`src/rtl/lfsr_seq_pkg.sv`:
```
package lfsr_seq_pkg;

  // one forward step of the extended sequence, width w, tap mask taps
  function automatic logic [31:0] seq_step(input int w, input logic [31:0] taps,
                                           input logic [31:0] cur);
    logic [31:0] msk;
    logic [31:0] s;
    logic        fb;
    msk = (w >= 32) ? 32'hFFFF_FFFF : ((32'd1 << w) - 32'd1);
    s   = cur & msk;
    fb  = ^(s & taps);
    if ((s >> 1) == 32'd0) fb = ~fb;
    return ((s >> 1) | (32'(fb) << (w - 1))) & msk;
  endfunction

  // value held after k steps from the all-zero seed
  function automatic logic [31:0] seq_at(input int w, input logic [31:0] taps,
                                         input int k);
    logic [31:0] s;
    s = 32'd0;
    for (int i = 0; i < k; i++) s = seq_step(w, taps, s);
    return s;
  endfunction

endpackage

```
`src/rtl/lfsr_next_logic.sv`:
```
module lfsr_next_logic #(
  parameter int              WIDTH = 8,
  parameter logic [WIDTH-1:0] TAPS  = 8'h1D
) (
  input  logic [WIDTH-1:0] cur,
  output logic [WIDTH-1:0] nxt
);
  logic [WIDTH-1:0] tapped;
  logic             upper_zero;
  logic             fb;

  for (genvar i = 0; i < WIDTH; i++) begin : g_tap
    if (TAPS[i]) begin : g_on
      assign tapped[i] = cur[i];
    end else begin : g_off
      assign tapped[i] = 1'b0;
    end
  end

  assign upper_zero = (cur[WIDTH-1:1] == '0);
  assign fb         = (^tapped) ^ upper_zero;
  assign nxt        = {fb, cur[WIDTH-1:1]};
endmodule

```
`src/rtl/lfsr_state_reg.sv`:
```
module lfsr_state_reg #(
  parameter int               WIDTH = 8,
  parameter logic [WIDTH-1:0] INIT  = '0
) (
  input  logic             clk,
  input  logic             rst,
  input  logic             en,
  input  logic [WIDTH-1:0] nxt,
  output logic [WIDTH-1:0] cur
);
  always_ff @(posedge clk) begin
    if (rst)     cur <= INIT;
    else if (en) cur <= nxt;
  end

  assert_reset_load_R1: assert property (@(posedge clk) rst |=> cur == INIT);
  assert_hold_R2: assert property (@(posedge clk) disable iff (rst)
    !en |=> $stable(cur));
  assert_zero_splice_R5: assert property (@(posedge clk) disable iff (rst)
    (en && cur == WIDTH'(1)) |=> cur == '0);
  assert_zero_exit_R5: assert property (@(posedge clk) disable iff (rst)
    (en && cur == '0) |=> cur == {1'b1, {(WIDTH-1){1'b0}}});
endmodule

```
`src/rtl/lfsr_match_flag.sv`:
```
module lfsr_match_flag #(
  parameter int               WIDTH  = 8,
  parameter logic [WIDTH-1:0] TARGET = '0
) (
  input  logic             clk,
  input  logic             rst,
  input  logic [WIDTH-1:0] cur,
  output logic             hit
);
  always_ff @(posedge clk) begin
    if (rst) hit <= 1'b0;
    else     hit <= (cur == TARGET);
  end

  assert_match_follows_R6: assert property (@(posedge clk) disable iff (rst)
    (cur == TARGET) |=> hit);
  assert_match_quiet_R6: assert property (@(posedge clk) disable iff (rst)
    (cur != TARGET) |=> !hit);
endmodule

```
`src/rtl/lfsr_fullcycle_counter.sv`:
```
module lfsr_fullcycle_counter #(
  parameter int               WIDTH       = 8,
  parameter logic [WIDTH-1:0] TAPS        = 8'h1D,
  parameter int               START_INDEX = 5,
  parameter int               MATCH_INDEX = 200
) (
  input  logic             clk,
  input  logic             rst,
  input  logic             en,
  output logic [WIDTH-1:0] state,
  output logic             match
);
  localparam logic [WIDTH-1:0] START_STATE =
    WIDTH'(lfsr_seq_pkg::seq_at(WIDTH, 32'(TAPS), START_INDEX));
  localparam logic [WIDTH-1:0] MATCH_STATE =
    WIDTH'(lfsr_seq_pkg::seq_at(WIDTH, 32'(TAPS), MATCH_INDEX));

  logic [WIDTH-1:0] nxt;

  lfsr_next_logic #(.WIDTH(WIDTH), .TAPS(TAPS)) u_next (
    .cur(state), .nxt(nxt));

  lfsr_state_reg #(.WIDTH(WIDTH), .INIT(START_STATE)) u_reg (
    .clk(clk), .rst(rst), .en(en), .nxt(nxt), .cur(state));

  lfsr_match_flag #(.WIDTH(WIDTH), .TARGET(MATCH_STATE)) u_match (
    .clk(clk), .rst(rst), .cur(state), .hit(match));

  // an enabled step never leaves the register unchanged (no fixed point)
  assert_step_moves_R3: assert property (@(posedge clk) disable iff (rst)
    en |=> state != $past(state));
endmodule

```
`config.mk`:
```
export PLATFORM = sky130hd
export DESIGN_NAME = lfsr_fullcycle_counter
export DESIGN_NICKNAME = d
export VERILOG_FILES = /design/src/rtl/lfsr_seq_pkg.sv /design/src/rtl/lfsr_next_logic.sv /design/src/rtl/lfsr_state_reg.sv /design/src/rtl/lfsr_match_flag.sv /design/src/rtl/lfsr_fullcycle_counter.sv
export SDC_FILE = /design/constraint.sdc
export NUM_CORES = 1
export LEC_CHECK = 0
export CORE_AREA = 2 2 39 41
export CTS_CLUSTER_DIAMETER = 200
export DETAILED_ROUTE_END_ITERATION = 8
export DIE_AREA = 0 0 41 43
export DONT_BUFFER_PORTS = 1
export PLACE_DENSITY = 0.53
export SLEW_MARGIN = 20
export SYNTH_ARGS = -nofsm -noshare
export SYNTH_HDL_FRONTEND = slang
export SYNTH_SLANG_ARGS = --single-unit
```
`constraint.sdc`:
```
create_clock -name clk -period 1.65 [get_ports clk]
set_clock_uncertainty 0.05 [all_clocks]
set_input_delay 0.33 -clock clk [delete_from_list [all_inputs] [get_ports clk]]
set_output_delay 0.33 -clock clk [all_outputs]
set_load 0.05 [all_outputs]
```
### Word-level counts from Yosys, hierarchy flattened

Cells that the tools add are included.

| storage, ports and cells | value |
|---|---|
| logic and storage cells | 6 |
| bits in writable memories | 0 |
| register bits after elaboration | 9 |
| memory bits (read-only) | 0 |
| input port bits | 3 |
| memories kept | 0 |
| bits in latches | 0 |

| operators by class | value |
|---|---|
| $mul | 0 |
| $add $sub $neg | 0 |
| mux-type cells | 0 |
| bitwise operators | 1 |
| divide/modulo/power cells | 0 |
| shift-type cells | 0 |
| order comparisons | 0 |
| equality and inequality tests | 1 |
| reductions and logical operators | 2 |

Operators with widths:

| operator | number |
|---|---|
| == test 8 x 7 -> 1 bit (second input constant) | 1 |
| XOR reduction 8 bit | 1 |
| logical NOT 7 bit | 1 |
| bitwise XOR 1 bit | 1 |

### Longest topological paths before layout

| depth | value |
|---|---|
| depth after elaboration | 2 |
| gate-level depth with buffers | 5 |

### Modules after synthesis

A second synthesis with hierarchy kept.

| unflattened totals | value |
|---|---|
| cell total of the unflattened synthesis | 49 |
| area, all modules | 470.5 um2 |

Modules (own cells, without submodules):

| module | cells an instance | times used | sequential area each (um2) | area an instance (um2) |
|---|---|---|---|---|
| lfsr_state_reg | 26 | 1 | 160.2 | 292.8 |
| lfsr_next_logic | 18 | 1 | 0.0 | 131.4 |
| lfsr_match_flag | 5 | 1 | 20.0 | 46.3 |

### Worst setup path after synthesis

OpenSTA, ideal clock, no wires.

| timing path | value |
|---|---|
| path type | reg2reg |
| from | reg u_reg.cur[3] |
| to | reg u_reg.cur[7] |
| data required time | 1,484 ps |
| period minus slack after synthesis | 1,831 ps |
| cell stages (with the launch flop) | 6 |
| slack | -181 ps |
| buffers on the path | 0 |
| data arrival time | 1,665 ps |
| cell sequence | dfxtp_1 > inv_1 > ha_1 > xor3_1 > a2111oi_2 > and3b_1 |

| between the ends | value |
|---|---|
| cells in the longest elaborated chain, start to end | 2 |
| elaborated cells on any way between the ends | 3 |
| those cells by class | bitwise (1); reduce/logical (2) |

RTL lines:

| what | line | RTL |
|---|---|---|
| start: declaration | lfsr_state_reg.sv:9 | `output logic [WIDTH-1:0] cur` |
| start signal: assignment | lfsr_state_reg.sv:13 | `else if (en) cur <= nxt;` |
| XOR reduction 8 bit or logical NOT 7 bit (tied branches) | lfsr_next_logic.sv:21, lfsr_next_logic.sv:20 |  |
| bitwise XOR 1 bit (*) | lfsr_next_logic.sv:21 | `assign fb = (^tapped) ^ upper_zero;` |

Mark *: on every way between the ends. The rest lies on a longest branch, timed or not.
A chain may end at the register's enable or synchronous reset.

### Worst setup path in the final report

Ends and elaborated chain as after synthesis.

==> impl_results.rst <==
.. list-table::
   :header-rows: 1

   * - Metric
     - Value
   * - Overall die height
     - around 43 um
   * - Combinational fraction of design power
     - 21.2%
   * - CP Capture Point
     - u_reg.cur[7]$_SDFFE_PP1P_
   * - Number of buffers inserted to repair setup after CTS
     - 0
   * - Power share of the clock group
     - ~34%
   * - N_diodes
     - 0
   * - Setup Crit Path Kind
     - flip-flop to flip-flop
   * - Source of the critical timing path
     - u_reg.cur[3]$_SDFFE_PP1P_
   * - Power share of the sequential group
     - between 40% and 50%
   * - Buffer type at the clock tree root
     - sky130_fd_sc_hd__clkbuf_4
   * - Cell count after synthesis
     - 42
   * - Cell type with the highest aggregate area in the netlist
     - sky130_fd_sc_hd__dfxtp_1
   * - Final standard cell utilization of the core
     - 36.80%
   * - Total wire length
     - roughly 870 um
   * - Share of the yosys chip area belonging to registers
     - 44.31%
   * - Initial detailed-routing violation count
     - 0
   * - Leading cell type by number of instances after synthesis
     - sky130_fd_sc_hd__dfxtp_1
   * - Compound-gate portion of the synthesized area
     - 5.538%
   * - Number of H-tree levels
     - 1
   * - Arr. time, crit path
     - 1.64 ns
   * - Post-CTS sizing
     - 0
   * - Top FF cell, synth
     - sky130_fd_sc_hd__dfxtp_1
   * - Max Freq
     - ~0.66 GHz
   * - Worst Path Required
     - roughly 1.8 ns
   * - Final Cycle Share
     - between 90% and 100%
   * - Synth Area in XOR/XNOR
     - under 10%
   * - Initial antenna violation count
     - 0
   * - Mapped Nets
     - 46
   * - Final setup violation count
     - 0
   * - Reg2Reg Depth
     - 5
   * - Fraction of the mapped netlist area in adder cells
     - under 10%
   * - Average detailed-routed wire length per instance
     - about 13 um
   * - Antenna Violating Nets Remaining
     - 0
   * - Maximum number of buffers from clock root to sink
     - 2
   * - Worst flop-to-flop path endpoint
     - u_reg.cur[7]$_SDFFE_PP1P_
   * - Final hold violation count
     - 0
   * - Share of cell area taken by muxes after synthesis
     - 14.77%
   * - Sum of overflow across all layers after global routing
     - 0
   * - Effective utilization at floorplan
     - ~29%
   * - Worst ir drop on vdd
     - ~0.00046 V
   * - CTS buffer count
     - 3
   * - Post-synth top area share
     - approximately 44%
   * - Actual transition at the worst max-transition pin
     - roughly 0.5 ns
   * - Post-synthesis instance area
     - about 400 um2
   * - Worst max-slew margin expressed relative to the limit
     - roughly 67%
   * - Static leakage
     - between 0.2 and 0.25 nW
   * - Total core area
     - ~1400 um2
   * - Clock Sink Count
     - 9
   * - Yosys warnings
     - 0
   * - #FFs+latches synth
     - 9
   * - Number of max-slew violations in the final report
     - 0
   * - Synth-to-layout area growth
     - 25.23%
   * - Post-DR vias/cell
     - around 4.7
   * - Cell-internal power
     - about 360 uW
   * - Uppermost routed layer
     - met4
   * - Routed length on met3
     - roughly 74 um
   * - Global-route wire length before repair
     - approximately 1400 um
   * - Net Switching
     - approximately 160 uW
   * - Post-route met1 wirelength
     - 409 um
   * - Skew-Pair Late Insertion Delay
     - approximately 0.27 ns
   * - Die Area
     - ~1800 um2
   * - Die Span X
     - ~40 um
   * - Total via count in the routed design
     - around 320
   * - Number of flops mapped to enable cells by yosys
     - 0
   * - Dominant combinational cell family by area after synthesis
     - simple AND/OR/NAND/NOR gates
   * - Category of the worst setup path capture point
     - flip-flop
   * - Maximum number of pins on one net before global-route repair
     - 12
   * - Outcome
     - completed
   * - Share of post-route cells with drive strength above 1
     - ~31%
   * - Total number of nets in the final design
     - 57
   * - Setup repair after global routing missed its margin
     - false
   * - Sw Ratio
     - between 30% and 40%
   * - P per Cell Area
     - a little over 1000 nW/um2
   * - Fill cell count
     - ~140
   * - Cell Rows
     - 14
   * - Number of global-route vias before repair
     - 338
   * - Max-Cap Viols
     - 0
   * - Launch instance of the worst register-to-register path
     - u_reg.cur[3]$_SDFFE_PP1P_
   * - Post-synthesis share of cell area spent on and, or, nand and nor gates
     - 20.62%
   * - Setup TNS
     - 0 ns
   * - Mean instance size in the synthesized netlist
     - 9.682 um2
   * - Most instantiated cells after synthesis
     - sky130_fd_sc_hd__dfxtp_1 (9), sky130_fd_sc_hd__nor2_1 (7), sky130_fd_sc_hd__mux2i_1 (6)
   * - DRC violation count after routing
     - 0
   * - Worst R2R Setup Slack
     - roughly 0.12 ns
   * - Worst-path clk slew
     - 0.06 ns
   * - Initial DRT Pass Iterations
     - 1
   * - GRT Overall Usage
     - 13.51%
   * - Final worst path period need
     - about 1.5 ns
   * - Cells taking the most area after synthesis
     - sky130_fd_sc_hd__dfxtp_1 (44%), sky130_fd_sc_hd__mux2i_1 (15%), sky130_fd_sc_hd__nor2_1 (6.5%)
   * - Fraction of registers with async set or reset after synthesis
     - 0%
   * - Buffers added on ports
     - 0
   * - Post-synth cell types
     - 18
   * - Clock tree from TritonCTS
     - done
   * - Worst hold path type
     - input pin to flip-flop
   * - RePlAce Congestion
     - around 0.7
   * - Number of top-level pins
     - 12
   * - Sort of element at the start of the critical path
     - flip-flop
   * - Post-cts hold buffer count
     - 0
   * - Max Fanout on Critical Path
     - 4
   * - Met2 wire length
     - 344 um
## state kept, by name (all words and copies together), names as in the netlist
| register | cells |
|---|---|
| u_match.hit | 1 |
| u_reg.cur | 8 |
## stage by stage
stage | setup slack [ns] | hold WS (ns) | cell area (um2) | total power, mW | std cells
floorplan | 0.007244 | 0.5221 | 411.6 | 0.3360 | 42
global placement | 0.1748 | 0.3471 | 483.0 | 0.3557 | 64
detailed placement | 0.1594 | 0.3489 | 483.0 | 0.3562 | 64
CTS | 0.1109 | 0.05782 | 509.2 | 0.5355 | 68
global route | 0.01751 | 0.04456 | 509.2 | 0.5612 | 68
finish | 0.1247 | 0.06382 | 509.2 | 0.5282 | 68
## power groups by stage
| stage | sequential, mW | combinational (mW) | clock (mW) |
|---|---|---|---|
| global route | 0.241 | 0.121 | 0.199 |
| floorplan | 0.291 | 0.0448 | 0 |
| global placement | 0.244 | 0.111 | 0 |
| detailed placement | 0.244 | 0.112 | 0 |
| CTS | 0.240 | 0.113 | 0.183 |
| finish | 0.239 | 0.112 | 0.177 |
## kinds of logic after synthesis
family	count (synthesis)
AOI/OAI and AO/OA	2
buffers and inverters	6
and+or+nand+nor	17
adders and majority gates	1
muxes	6
DFF	9
xor gates and xnor gates	1
## layout make-up
cell class | instances | area, um2 | share of cell area (%)
Multi-Input combinational cell | 27 | 202.7 | 39.80
Sequential cell | 9 | 185.2 | 36.36
Timing Repair Buffer | 8 | 60.06 | 11.79
Clock buffer | 4 | 26.28 | 5.160
Tap cell | 16 | 20.02 | 3.931
Inverter | 4 | 15.01 | 2.948
## worst max-delay path, cell delays in order, from the launching register on
cell and delay, ns:
sky130_fd_sc_hd__dfxtp_2 0.35, sky130_fd_sc_hd__inv_1 0.06, sky130_fd_sc_hd__ha_1 0.27, sky130_fd_sc_hd__xor3_1 0.26, sky130_fd_sc_hd__a2111oi_2 0.23, sky130_fd_sc_hd__and3b_1 0.21
## how the worst min path moves through the flow
| stage | from | endpoint | cells after the start |
|---|---|---|---|
| 2_1_floorplan | en | u_reg.cur[7]$_SDFFE_PP1P_ | 2 |
| 3_3_place_gp | rst | u_reg.cur[0]$_SDFFE_PP0P_ | 1 |
| 3_5_place_dp | rst | u_reg.cur[4]$_SDFFE_PP0P_ | 1 |
| 4_1_cts | rst | u_reg.cur[0]$_SDFFE_PP0P_ | 1 |
| 5_1_grt | rst | u_reg.cur[4]$_SDFFE_PP0P_ | 1 |
| 6_report | rst | u_reg.cur[0]$_SDFFE_PP0P_ | 1 |
## layer usage
layer / up-vias / global-route usage (%)
met5: - / 0
met4: 0 / 14.00
met3: 4 / 8.901
met2: 14 / 15.00
met1: 137 / 15.64
li1: 164 / -
## placed cells by master, fill, tap and decap left out
cell	count
sky130_fd_sc_hd__clkbuf_4	3
sky130_fd_sc_hd__o211ai_1	1
sky130_fd_sc_hd__clkbuf_1	1
sky130_fd_sc_hd__nor2b_1	1
sky130_fd_sc_hd__or3_1	1
sky130_fd_sc_hd__nand4_1	1
sky130_fd_sc_hd__dfxtp_2	4
sky130_fd_sc_hd__nor2_1	7
sky130_fd_sc_hd__xor3_1	1
sky130_fd_sc_hd__dfxtp_1	5
sky130_fd_sc_hd__inv_1	4
sky130_fd_sc_hd__ha_1	1
sky130_fd_sc_hd__nor3_1	1
sky130_fd_sc_hd__nand3_1	1
sky130_fd_sc_hd__a2111oi_2	1
sky130_fd_sc_hd__buf_4	8
sky130_fd_sc_hd__nand2_1	2
sky130_fd_sc_hd__nor4_1	2
sky130_fd_sc_hd__mux2i_1	6
sky130_fd_sc_hd__and3b_1	1
Power figures use the tool's default switching activity.
